### config.mk
export PLATFORM = sky130hd
export DESIGN_NAME = unaligned_lsu_split
export DESIGN_NICKNAME = d
export VERILOG_FILES = /design/src/rtl/lsu_split_pkg.sv /design/src/rtl/lsu_lane_plan.sv /design/src/rtl/lsu_write_steer.sv /design/src/rtl/lsu_read_align.sv /design/src/rtl/unaligned_lsu_split.sv
export SDC_FILE = /design/constraint.sdc
export NUM_CORES = 1
export LEC_CHECK = 0
export BUFFER_PORTS_ARGS = -buffer_cell sky130_fd_sc_hd__buf_2
export CAP_MARGIN = 20
export CORE_ASPECT_RATIO = 1.25
export CORE_UTILIZATION = 60
export CTS_CLUSTER_DIAMETER = 50
export DETAILED_ROUTE_END_ITERATION = 16
export GPL_TIMING_DRIVEN = 0
export PLACE_DENSITY = 0.95
export REMOVE_ABC_BUFFERS = 1
export SETUP_SLACK_MARGIN = 0.2
export SYNTH_ARGS = -nofsm -noshare
export SYNTH_HDL_FRONTEND = slang
export SYNTH_HIERARCHICAL = 1
export SYNTH_SLANG_ARGS = --single-unit
### constraint.sdc
create_clock -name clk -period 5.6 [get_ports clk]
set_input_delay 0.56 -clock clk [delete_from_list [all_inputs] [get_ports clk]]
set_output_delay 0.56 -clock clk [all_outputs]
set_load 0.02 [all_outputs]
### src/rtl/lsu_split_pkg.sv
package lsu_split_pkg;

  typedef enum logic [1:0] {
    SZ_BYTE = 2'd0,
    SZ_WORD = 2'd1,
    SZ_LONG = 2'd2,
    SZ_RSVD = 2'd3
  } acc_size_e;

  typedef enum logic [1:0] {
    ST_IDLE   = 2'd0,
    ST_RD2    = 2'd1,
    ST_WR_GAP = 2'd2,
    ST_WR2    = 2'd3
  } split_st_e;

  // number of bytes covered by a request; reserved code behaves as longword
  function automatic int size_to_bytes(input acc_size_e sz);
    case (sz)
      SZ_BYTE: size_to_bytes = 1;
      SZ_WORD: size_to_bytes = 2;
      default: size_to_bytes = 4;
    endcase
  endfunction

endpackage

### src/rtl/lsu_lane_plan.sv
module lsu_lane_plan #(
  parameter int LANES = 4,
  localparam int OFFW = $clog2(LANES),
  localparam int NW   = OFFW + 1
) (
  input  logic [OFFW-1:0]  off,
  input  logic [NW-1:0]    nbytes,
  output logic             crosses,
  output logic [LANES-1:0] be_first,
  output logic [LANES-1:0] be_second
);

  logic [NW:0] last_excl;

  assign last_excl = {1'b0, nbytes} + (NW+1)'(off);
  assign crosses   = last_excl > (NW+1)'(LANES);

  // lane k of the window holds byte offset k; enable bit index is mirrored
  for (genvar k = 0; k < LANES; k++) begin : g_lane
    assign be_first[LANES-1-k]  = ((NW+1)'(k) >= (NW+1)'(off)) &&
                                  ((NW+1)'(k) <  last_excl);
    assign be_second[LANES-1-k] = ((NW+1)'(k + LANES) < last_excl);
  end

endmodule

### src/rtl/lsu_write_steer.sv
module lsu_write_steer #(
  parameter int LANES = 4,
  localparam int W    = 8 * LANES,
  localparam int OFFW = $clog2(LANES),
  localparam int NW   = OFFW + 1
) (
  input  logic [OFFW-1:0] off,
  input  logic [NW-1:0]   nbytes,
  input  logic [W-1:0]    wdata,
  output logic [W-1:0]    word_first,
  output logic [W-1:0]    word_second
);

  logic [W-1:0]   left_just;
  logic [2*W-1:0] window;

  always_comb begin
    left_just = wdata << (8 * (LANES - int'(nbytes)));
    window    = {left_just, {W{1'b0}}} >> (8 * int'(off));
  end

  assign word_first  = window[2*W-1:W];
  assign word_second = window[W-1:0];

endmodule

### src/rtl/lsu_read_align.sv
module lsu_read_align #(
  parameter int LANES = 4,
  localparam int W    = 8 * LANES,
  localparam int OFFW = $clog2(LANES),
  localparam int NW   = OFFW + 1
) (
  input  logic [OFFW-1:0] off,
  input  logic [NW-1:0]   nbytes,
  input  logic [W-1:0]    word_hi,
  input  logic [W-1:0]    word_lo,
  output logic [W-1:0]    data
);

  logic [2*W-1:0] window;
  logic [W-1:0]   top;

  always_comb begin
    window = {word_hi, word_lo} << (8 * int'(off));
    top    = window[2*W-1:W];
    data   = top >> (8 * (LANES - int'(nbytes)));
  end

endmodule

### src/rtl/unaligned_lsu_split.sv
module unaligned_lsu_split
  import lsu_split_pkg::*;
#(
  parameter int AW    = 16,
  parameter int LANES = 4,
  localparam int W    = 8 * LANES,
  localparam int OFFW = $clog2(LANES),
  localparam int NW   = OFFW + 1
) (
  input  logic             clk,
  input  logic             rst_n,
  input  logic             legacy_mode,
  input  logic             req_valid,
  input  logic             req_write,
  input  logic [1:0]       req_size,
  input  logic [AW-1:0]    req_addr,
  input  logic [W-1:0]     req_wdata,
  output logic             stall,
  output logic             rsp_valid,
  output logic [W-1:0]     rsp_rdata,
  output logic             rsp_addr_err,
  output logic             mem_en,
  output logic             mem_we,
  output logic [AW-1:0]    mem_addr,
  output logic [LANES-1:0] mem_be,
  output logic [W-1:0]     mem_wdata,
  input  logic [W-1:0]     mem_rdata
);

  // reset: asserted asynchronously, released through two flops
  logic rst_s1, rst_int_n;
  always_ff @(posedge clk or negedge rst_n) begin
    if (!rst_n) begin
      rst_s1    <= 1'b0;
      rst_int_n <= 1'b0;
    end else begin
      rst_s1    <= 1'b1;
      rst_int_n <= rst_s1;
    end
  end

  // request decode
  split_st_e        st_q, st_d;
  logic [OFFW-1:0]  req_off;
  logic [NW-1:0]    req_n;
  logic             req_trap, req_cross, accept, launch_split;
  logic [LANES-1:0] be1, be2;
  logic [W-1:0]     w1, w2;
  logic [AW-1:0]    base_addr, next_addr;

  assign req_off   = req_addr[OFFW-1:0];
  assign req_n     = NW'(size_to_bytes(acc_size_e'(req_size)));
  assign req_trap  = legacy_mode & req_addr[0] & (req_n != NW'(1));
  assign base_addr = {req_addr[AW-1:OFFW], {OFFW{1'b0}}};
  assign next_addr = base_addr + AW'(LANES);
  assign accept    = req_valid & (st_q == ST_IDLE);
  assign launch_split = accept & ~req_trap & req_cross;

  lsu_lane_plan #(.LANES(LANES)) u_plan (
    .off       (req_off),
    .nbytes    (req_n),
    .crosses   (req_cross),
    .be_first  (be1),
    .be_second (be2)
  );

  lsu_write_steer #(.LANES(LANES)) u_steer (
    .off         (req_off),
    .nbytes      (req_n),
    .wdata       (req_wdata),
    .word_first  (w1),
    .word_second (w2)
  );

  // state held across the second access
  logic [OFFW-1:0]  off_q;
  logic [NW-1:0]    n_q;
  logic [AW-1:0]    addr2_q;
  logic [LANES-1:0] be2_q;
  logic [W-1:0]     w2_q;
  logic [W-1:0]     first_q;

  always_ff @(posedge clk) begin
    if (launch_split) begin
      off_q   <= req_off;
      n_q     <= req_n;
      addr2_q <= next_addr;
      be2_q   <= be2;
      w2_q    <= w2;
      first_q <= mem_rdata;
    end
  end

  // read assembly
  logic [OFFW-1:0] al_off;
  logic [NW-1:0]   al_n;
  logic [W-1:0]    al_hi, al_lo, al_data;

  always_comb begin
    if (st_q == ST_RD2) begin
      al_off = off_q;
      al_n   = n_q;
      al_hi  = first_q;
      al_lo  = mem_rdata;
    end else begin
      al_off = req_off;
      al_n   = req_n;
      al_hi  = mem_rdata;
      al_lo  = '0;
    end
  end

  lsu_read_align #(.LANES(LANES)) u_align (
    .off     (al_off),
    .nbytes  (al_n),
    .word_hi (al_hi),
    .word_lo (al_lo),
    .data    (al_data)
  );

  // cache port drive
  always_comb begin
    mem_en    = 1'b0;
    mem_we    = 1'b0;
    mem_addr  = base_addr;
    mem_be    = be1;
    mem_wdata = w1;
    case (st_q)
      ST_IDLE: begin
        mem_en = accept & ~req_trap;
        mem_we = req_write;
      end
      ST_RD2: begin
        mem_en   = 1'b1;
        mem_addr = addr2_q;
        mem_be   = be2_q;
      end
      ST_WR2: begin
        mem_en    = 1'b1;
        mem_we    = 1'b1;
        mem_addr  = addr2_q;
        mem_be    = be2_q;
        mem_wdata = w2_q;
      end
      default: begin
        mem_addr  = addr2_q;
        mem_be    = '0;
        mem_wdata = w2_q;
      end
    endcase
  end

  // next state
  always_comb begin
    st_d = st_q;
    case (st_q)
      ST_IDLE:   if (launch_split) st_d = req_write ? ST_WR_GAP : ST_RD2;
      ST_RD2:    st_d = ST_IDLE;
      ST_WR_GAP: st_d = ST_WR2;
      default:   st_d = ST_IDLE;
    endcase
  end

  // response next values
  logic         rsp_valid_d, rsp_err_d;
  logic [W-1:0] rsp_data_d;

  always_comb begin
    rsp_valid_d = 1'b0;
    rsp_err_d   = 1'b0;
    rsp_data_d  = '0;
    case (st_q)
      ST_IDLE: begin
        rsp_valid_d = accept & (req_trap | ~req_cross);
        rsp_err_d   = accept & req_trap;
        if (accept & ~req_trap & ~req_cross & ~req_write) rsp_data_d = al_data;
      end
      ST_RD2: begin
        rsp_valid_d = 1'b1;
        rsp_data_d  = al_data;
      end
      ST_WR2:  rsp_valid_d = 1'b1;
      default: rsp_valid_d = 1'b0;
    endcase
  end

  always_ff @(posedge clk or negedge rst_int_n) begin
    if (!rst_int_n) begin
      st_q         <= ST_IDLE;
      rsp_valid    <= 1'b0;
      rsp_addr_err <= 1'b0;
      rsp_rdata    <= '0;
    end else begin
      st_q         <= st_d;
      rsp_valid    <= rsp_valid_d;
      rsp_addr_err <= rsp_err_d;
      rsp_rdata    <= rsp_data_d;
    end
  end

  assign stall = (st_q != ST_IDLE);

endmodule

==> flow_summary.json, run 1 <==
{
  "worst_clock_skew_ps": 8.29,
  "swShare_pct": 39.6,
  "setup_violations": 0,
  "finalCriticalPeriod_ps": 4670,
  "cts_buffers": 17,
  "hp-class": "in -> reg",
  "postCtsSetupBuffers": 0,
  "start_util_pct": 62.0,
  "leakage_nw": 4.26,
  "holdBufCountCts": 1,
  "clockRootBuffer": "clkbuf_16",
  "syn_area_per_cell_um2": 10.5,
  "antenna_found_initial": 0,
  "drtIter0Drc": 673,
  "clkSinkCount": 125,
  "antenna_cells": 0,
  "outcome": "complete, no violations",
  "grt_pass1_wl_mm": 33.6,
  "critPathKind": "in -> out",
  "powerDensity_nw_per_um2": 468,
  "slew_headroom_pct": 22.2,
  "p_int_mw": 2.88,
  "cts.clk_slew.worst_paths_ps": 60,
  "ant_nets": 0,
  "worst_setup_path_end_kind": "primary output",
  "p_switching_mw": 1.89,
  "synth_area_um2": 8680,
  "hold_viol_final": 0,
  "period_share_pct": 83.4,
  "cp.arrival_ps": 4110,
  "num_io_pins": 176,
  "seq_power_share_pct": 24.4,
  "drc": 0,
  "placementRows": 48,
  "ys_warn_count": 6,
  "postSynthCellCount": 827,
  "crit_path_max_fanout": 33,
  "die_height_um": 136,
  "wl_mm": 21.8,
  "p_total_mw": 4.77,
  "drv_cap": 0,
  "drt_pass1_iterations": 5,
  "viasPerCell": 6.18,
  "rsz0062_at_grt": "no",
  "tightest_slew_ps": 1160,
  "gp_congestion": 0.957,
  "grt_pass1_vias": 6923,
  "dpl.hpwl_mm": 14.7,
  "cts_tree": "done",
  "report.final.slew_viol_count": 0,
  "num_vias": 7143,
  "cts_htree_levels": 4,
  "gr-total-overflow": 0,
  "grt.total_usage_pct": 29.4,
  "area_growth_pct": 17.4,
  "core_area_um2": 14000,
  "grt_max_degree": 50,
  "fin_area_um2": 10200,
  "cts-resized-gates": 0,
  "clock_latency_ps": 420,
  "clockBufferDepth": 2,
  "drive_gt1_share_pct": 35.5,
  "fin_nets": 1064,
  "peakVddDrop_v": 0.000265,
  "p_comb_share_pct": 51.2,
  "crit_path_start_kind": "input port",
  "port_buffers": 173,
  "clock_power_share_pct": 24.5,
  "die_w_um": 110,
  "dpl_cell_area_um2": 9490,
  "critPathRequiredTime_ps": 5040,
  "dieArea_um2": 15000,
  "wire_per_inst_um": 18.9,
  "fmax_mhz": 214
}
## state kept, by name (all words and copies together), names as in the netlist, 2 cells and up
| name | flops |
|---|---|
| addr2_q | 14 |
| first_q | 32 |
| w2_q | 32 |
| be2_q | 4 |
| st_q | 2 |
| n_q | 3 |
| rsp_rdata | 32 |
| off_q | 2 |
## power by group through the flow
stage / combinational (mW) / clock, mW / sequential (mW)
after floorplan: 1.67 / 0 / 1.23
after global placement: 2.28 / 0 / 1.18
after detailed placement: 2.36 / 0 / 1.18
after CTS: 2.39 / 1.18 / 1.16
after global routing: 2.62 / 1.21 / 1.17
final: 2.44 / 1.17 / 1.16
## critical path: stages
cell and delay [ps]:
buf_2 260, nor2_4 380, buf_12 250, inv_1 110, ha_1 990, o21bai_2 470, o21ai_0 160, o22a_1 250
a22o_1 230, mux2_2 270, buf_2 160
## layout by cell type (no fill, tap or decap), types with 3 or more instances in the layout
cell / count
clkbuf_16: 21
xnor2_1: 11
nor2_1: 81
buf_16: 3
and2_1: 34
o21ai_0: 32
nor2b_1: 37
dfrtp_1: 37
nor4_1: 6
ha_1: 8
o22a_1: 5
o2bb2ai_1: 3
nand2b_1: 11
o221ai_1: 13
o21ai_1: 3
nand4_1: 3
xor2_1: 4
a221o_1: 6
buf_2: 173
conb_1: 11
nand3_1: 15
a22oi_1: 23
mux2_2: 110
edfxtp_1: 87
nor3_1: 6
a21oi_1: 19
mux2i_1: 65
inv_1: 21
and3_1: 4
nand2_1: 37
nor4b_1: 3
o22ai_1: 19
a31oi_1: 5
## final cells by class
| cell class | count | area, um^2 |
|---|---|---|
| Clock buffer | 23 | 553 |
| Clock inverter | 9 | 87.6 |
| Fill cell | 973 | 3800 |
| Inverter | 24 | 90.1 |
| Multi-Input combinational cell | 619 | 4660 |
| Sequential cell | 125 | 3560 |
| Tap cell | 175 | 219 |
| Timing Repair Buffer | 180 | 1010 |
## layer usage
metal	GRT usage [%]	part of all wire (%)	vias up
li1	-	-	3315
met1	35.6	40	3390
met2	50.1	50	376
met3	5.66	6.9	62
met4	13.3	3.2	0
met5	0	0	-
## path summary, 6_finish.rpt
kind | from | slack, ps | endpoint | cells after the start
setup / recovery | req_size[1] | 930 | mem_wdata[5] | 11
hold / removal | mem_rdata[0] | 330 | first_q[0] | 1
setup reg to reg | st_q[1] | 1070 | rsp_rdata[3] | 9
hold reg to reg | rst_int_n | 370 | rsp_rdata[22] | 0
max in group asynchronous | rst_int_n | 4700 | rsp_rdata[0] | 0
min in group asynchronous | rst_int_n | 370 | rsp_rdata[22] | 0
## through the flow
stage | worst slack, ps | utilization, % | std cells | setup TNS [ps] | hold WS [ps]
6_report | 930 | 72.8 | 1155 | 0 | 327
3_5_place_dp | 978 | 67.8 | 1120 | 0 | 352
5_1_grt | 718 | 72.8 | 1155 | 0 | 322
4_1_cts | 987 | 72.5 | 1153 | 0 | 313
3_3_place_gp | -2570 | 67.1 | 1116 | -280270 | 333
2_1_floorplan | -425 | - | 768 | -32850 | 264
No activity file was read; power rests on OpenSTA's default activity.
==> inputs of run 2 (changes only) <==
CORE_UTILIZATION = 51   (was 60)
PLACE_DENSITY = 0.88   (was 0.95)
clock period = 4 ns   (was 5.6 ns; I/O delays follow)
==> run 2 against run 1 <==
Net effect:
- combinational power grew 43%
- clock power grew 42%
- via count grew 0.99%
- wire length grew 2.5%
- cell area grew 1.5%
- core utilization shrank 9.8 points
- critical endpoint unchanged
- largest power group unchanged
==> flow_summary.json, run 2 (same netlist as run 1, synthesis figures left out) <==
{
  "worst-r2r-cell-count": 11,
  "met2_usage_pct": 45.3,
  "worst_clock_skew_ps": 9.29,
  "gr-total-overflow": 0,
  "die_height_um": 148,
  "critPathKind": "in -> out",
  "slew_headroom_pct": 34.6,
  "p_comb_share_pct": 51.5,
  "cts.clk_slew.worst_paths_ps": 60,
  "fmax_mhz": 283,
  "fin_nets": 1064,
  "place_inst": 1160,
  "rrSetupSlack_ps": 490,
  "grtUsageMet3_pct": 5.40,
  "grt_pass1_vias": 7152,
  "setup_violations": 0,
  "drive_gt1_share_pct": 36.2,
  "dpl_cell_area_um2": 9530,
  "p_switching_mw": 2.68,
  "clock_latency_ps": 420,
  "seq_power_share_pct": 24.1,
  "rr_startpoint": "st_q[1]",
  "busiest_layer": "met2",
  "rsz0062_at_grt": "no",
  "drc": 0,
  "grt_pass1_wl_mm": 35.7,
  "p_int_mw": 4.08,
  "antenna_found_initial": 0,
  "regArea_um2": 3560,
  "finalCriticalPeriod_ps": 3530,
  "grt.total_usage_pct": 25.9,
  "port_buffers": 173,
  "cts_tree": "done",
  "setup_tns_ps": 0,
  "ant_nets": 0,
  "clkSinkCount": 125,
  "clockRootBuffer": "clkbuf_16",
  "period_share_pct": 88.3,
  "area_growth_pct": 19.1,
  "cts_buffers": 17,
  "viasPerCell": 6.03,
  "cp.arrival_ps": 3130,
  "wl_mm": 22.4,
  "fin_area_um2": 10300,
  "gp_congestion": 0.895,
  "outcome": "complete, no violations",
  "report.final.slew_viol_count": 0,
  "drv_cap": 0,
  "use_met1_pct": 30.0,
  "multiInputGateArea_um2": 4770,
  "cts_htree_levels": 4,
  "tightest_slew_ps": 977,
  "r2r-end": "rsp_rdata[7]",
  "wire_per_inst_um": 18.7,
  "clock_power_share_pct": 24.5,
  "dieArea_um2": 17600,
  "hold_viol_final": 0,
  "drt_pass1_iterations": 8,
  "leakage_nw": 4.27,
  "final_critical_path_setup_slack_ps": 467,
  "worst_setup_path_end_kind": "primary output",
  "antenna_cells": 0,
  "crit_path_max_fanout": 18,
  "crit_end": "mem_wdata[5]",
  "num_io_pins": 176,
  "die_w_um": 119,
  "hp-class": "in -> reg",
  "startpoint": "req_size[1]",
  "critPathRequiredTime_ps": 3600,
  "mostFrequentLayoutCells": "buf_2, mux2_2, edfxtp_1",
  "core_area_um2": 16400,
  "clockBufferDepth": 2,
  "final_common_cell": "buf_2",
  "powerDensity_nw_per_um2": 654,
  "grt_max_degree": 69,
  "preCtsSetupSlack_ps": -716,
  "start_util_pct": 52.9,
  "num_vias": 7214,
  "stdcell_count": 1196,
  "drtIter0Drc": 863,
  "crit_path_start_kind": "input port",
  "swShare_pct": 39.6,
  "placementRows": 52,
  "reg_top3": "first_q: 32 flops, rsp_rdata: 32 flops, w2_q: 32 flops",
  "nFillCells": 1272,
  "holdWs_ps": 176,
  "peakVddDrop_v": 0.000347,
  "dpl.hpwl_mm": 15.0
}
run 2: area by class of cell:
class,instances,share of cell area (%)
clock buffer,22,5.11
clock inverter,10,1.16
inverter,24,0.907
multi-input combinational,619,46.1
sequential,125,34.5
tap,216,2.61
timing repair buffer,180,9.66
run 2: worst min path at each step:
stage / start / to / slack (ps) / cells past startpoint
after CTS: mem_rdata[5] / first_q[5] / 160 / 1
after global placement: rst_n / rst_s1 / 190 / 1
final: mem_rdata[5] / first_q[5] / 180 / 1
after floorplan: rst_n / rst_int_n / 100 / 0
after global routing: mem_rdata[5] / first_q[5] / 160 / 1
after detailed placement: rst_n / rst_s1 / 190 / 1
run 2: routing by layer:
| metal | up-vias | routed length (um) |
|---|---|---|
| li1 | 3310 | - |
| met1 | 3451 | 8760 |
| met2 | 374 | 11300 |
| met3 | 79 | 1500 |
| met4 | 0 | 771 |
| met5 | - | 0 |
run 2: power by group through the flow:
stage / sequential, mW / combinational, mW / clock [mW]
floorplan: 1.72 / 2.34 / 0
global placement: 1.66 / 3.23 / 0
detailed placement: 1.65 / 3.32 / 0
CTS: 1.63 / 3.38 / 1.69
global route: 1.64 / 3.71 / 1.75
finish: 1.63 / 3.48 / 1.66
run 2: timing repair:
item	4_1_cts	5_1_grt
setup buffers	0	1
endpoints found under the setup margin	64	41
resized for setup	9	7
cloned	0	0
hold buffers	1	0
hold endpoints to repair	2	0
pin swaps	0	1
run 2: through the flow:
step                      utilization (%)  power (mW)
after floorplan                         -        4.06
after global placement               57.5        4.89
after detailed placement             58.1        4.97
after CTS                            62.5        6.70
after global routing                 63.1        7.10
final                                63.1        6.76
run 2: worst max-delay path, cell delays in order:
cell,delay (ps)
buf_2,250
and2b_2,440
inv_1,120
ha_4,190
and4bb_2,290
o21bai_4,370
o21ai_0,140
o22a_1,260
a22o_1,230
mux2_2,270
buf_2,160
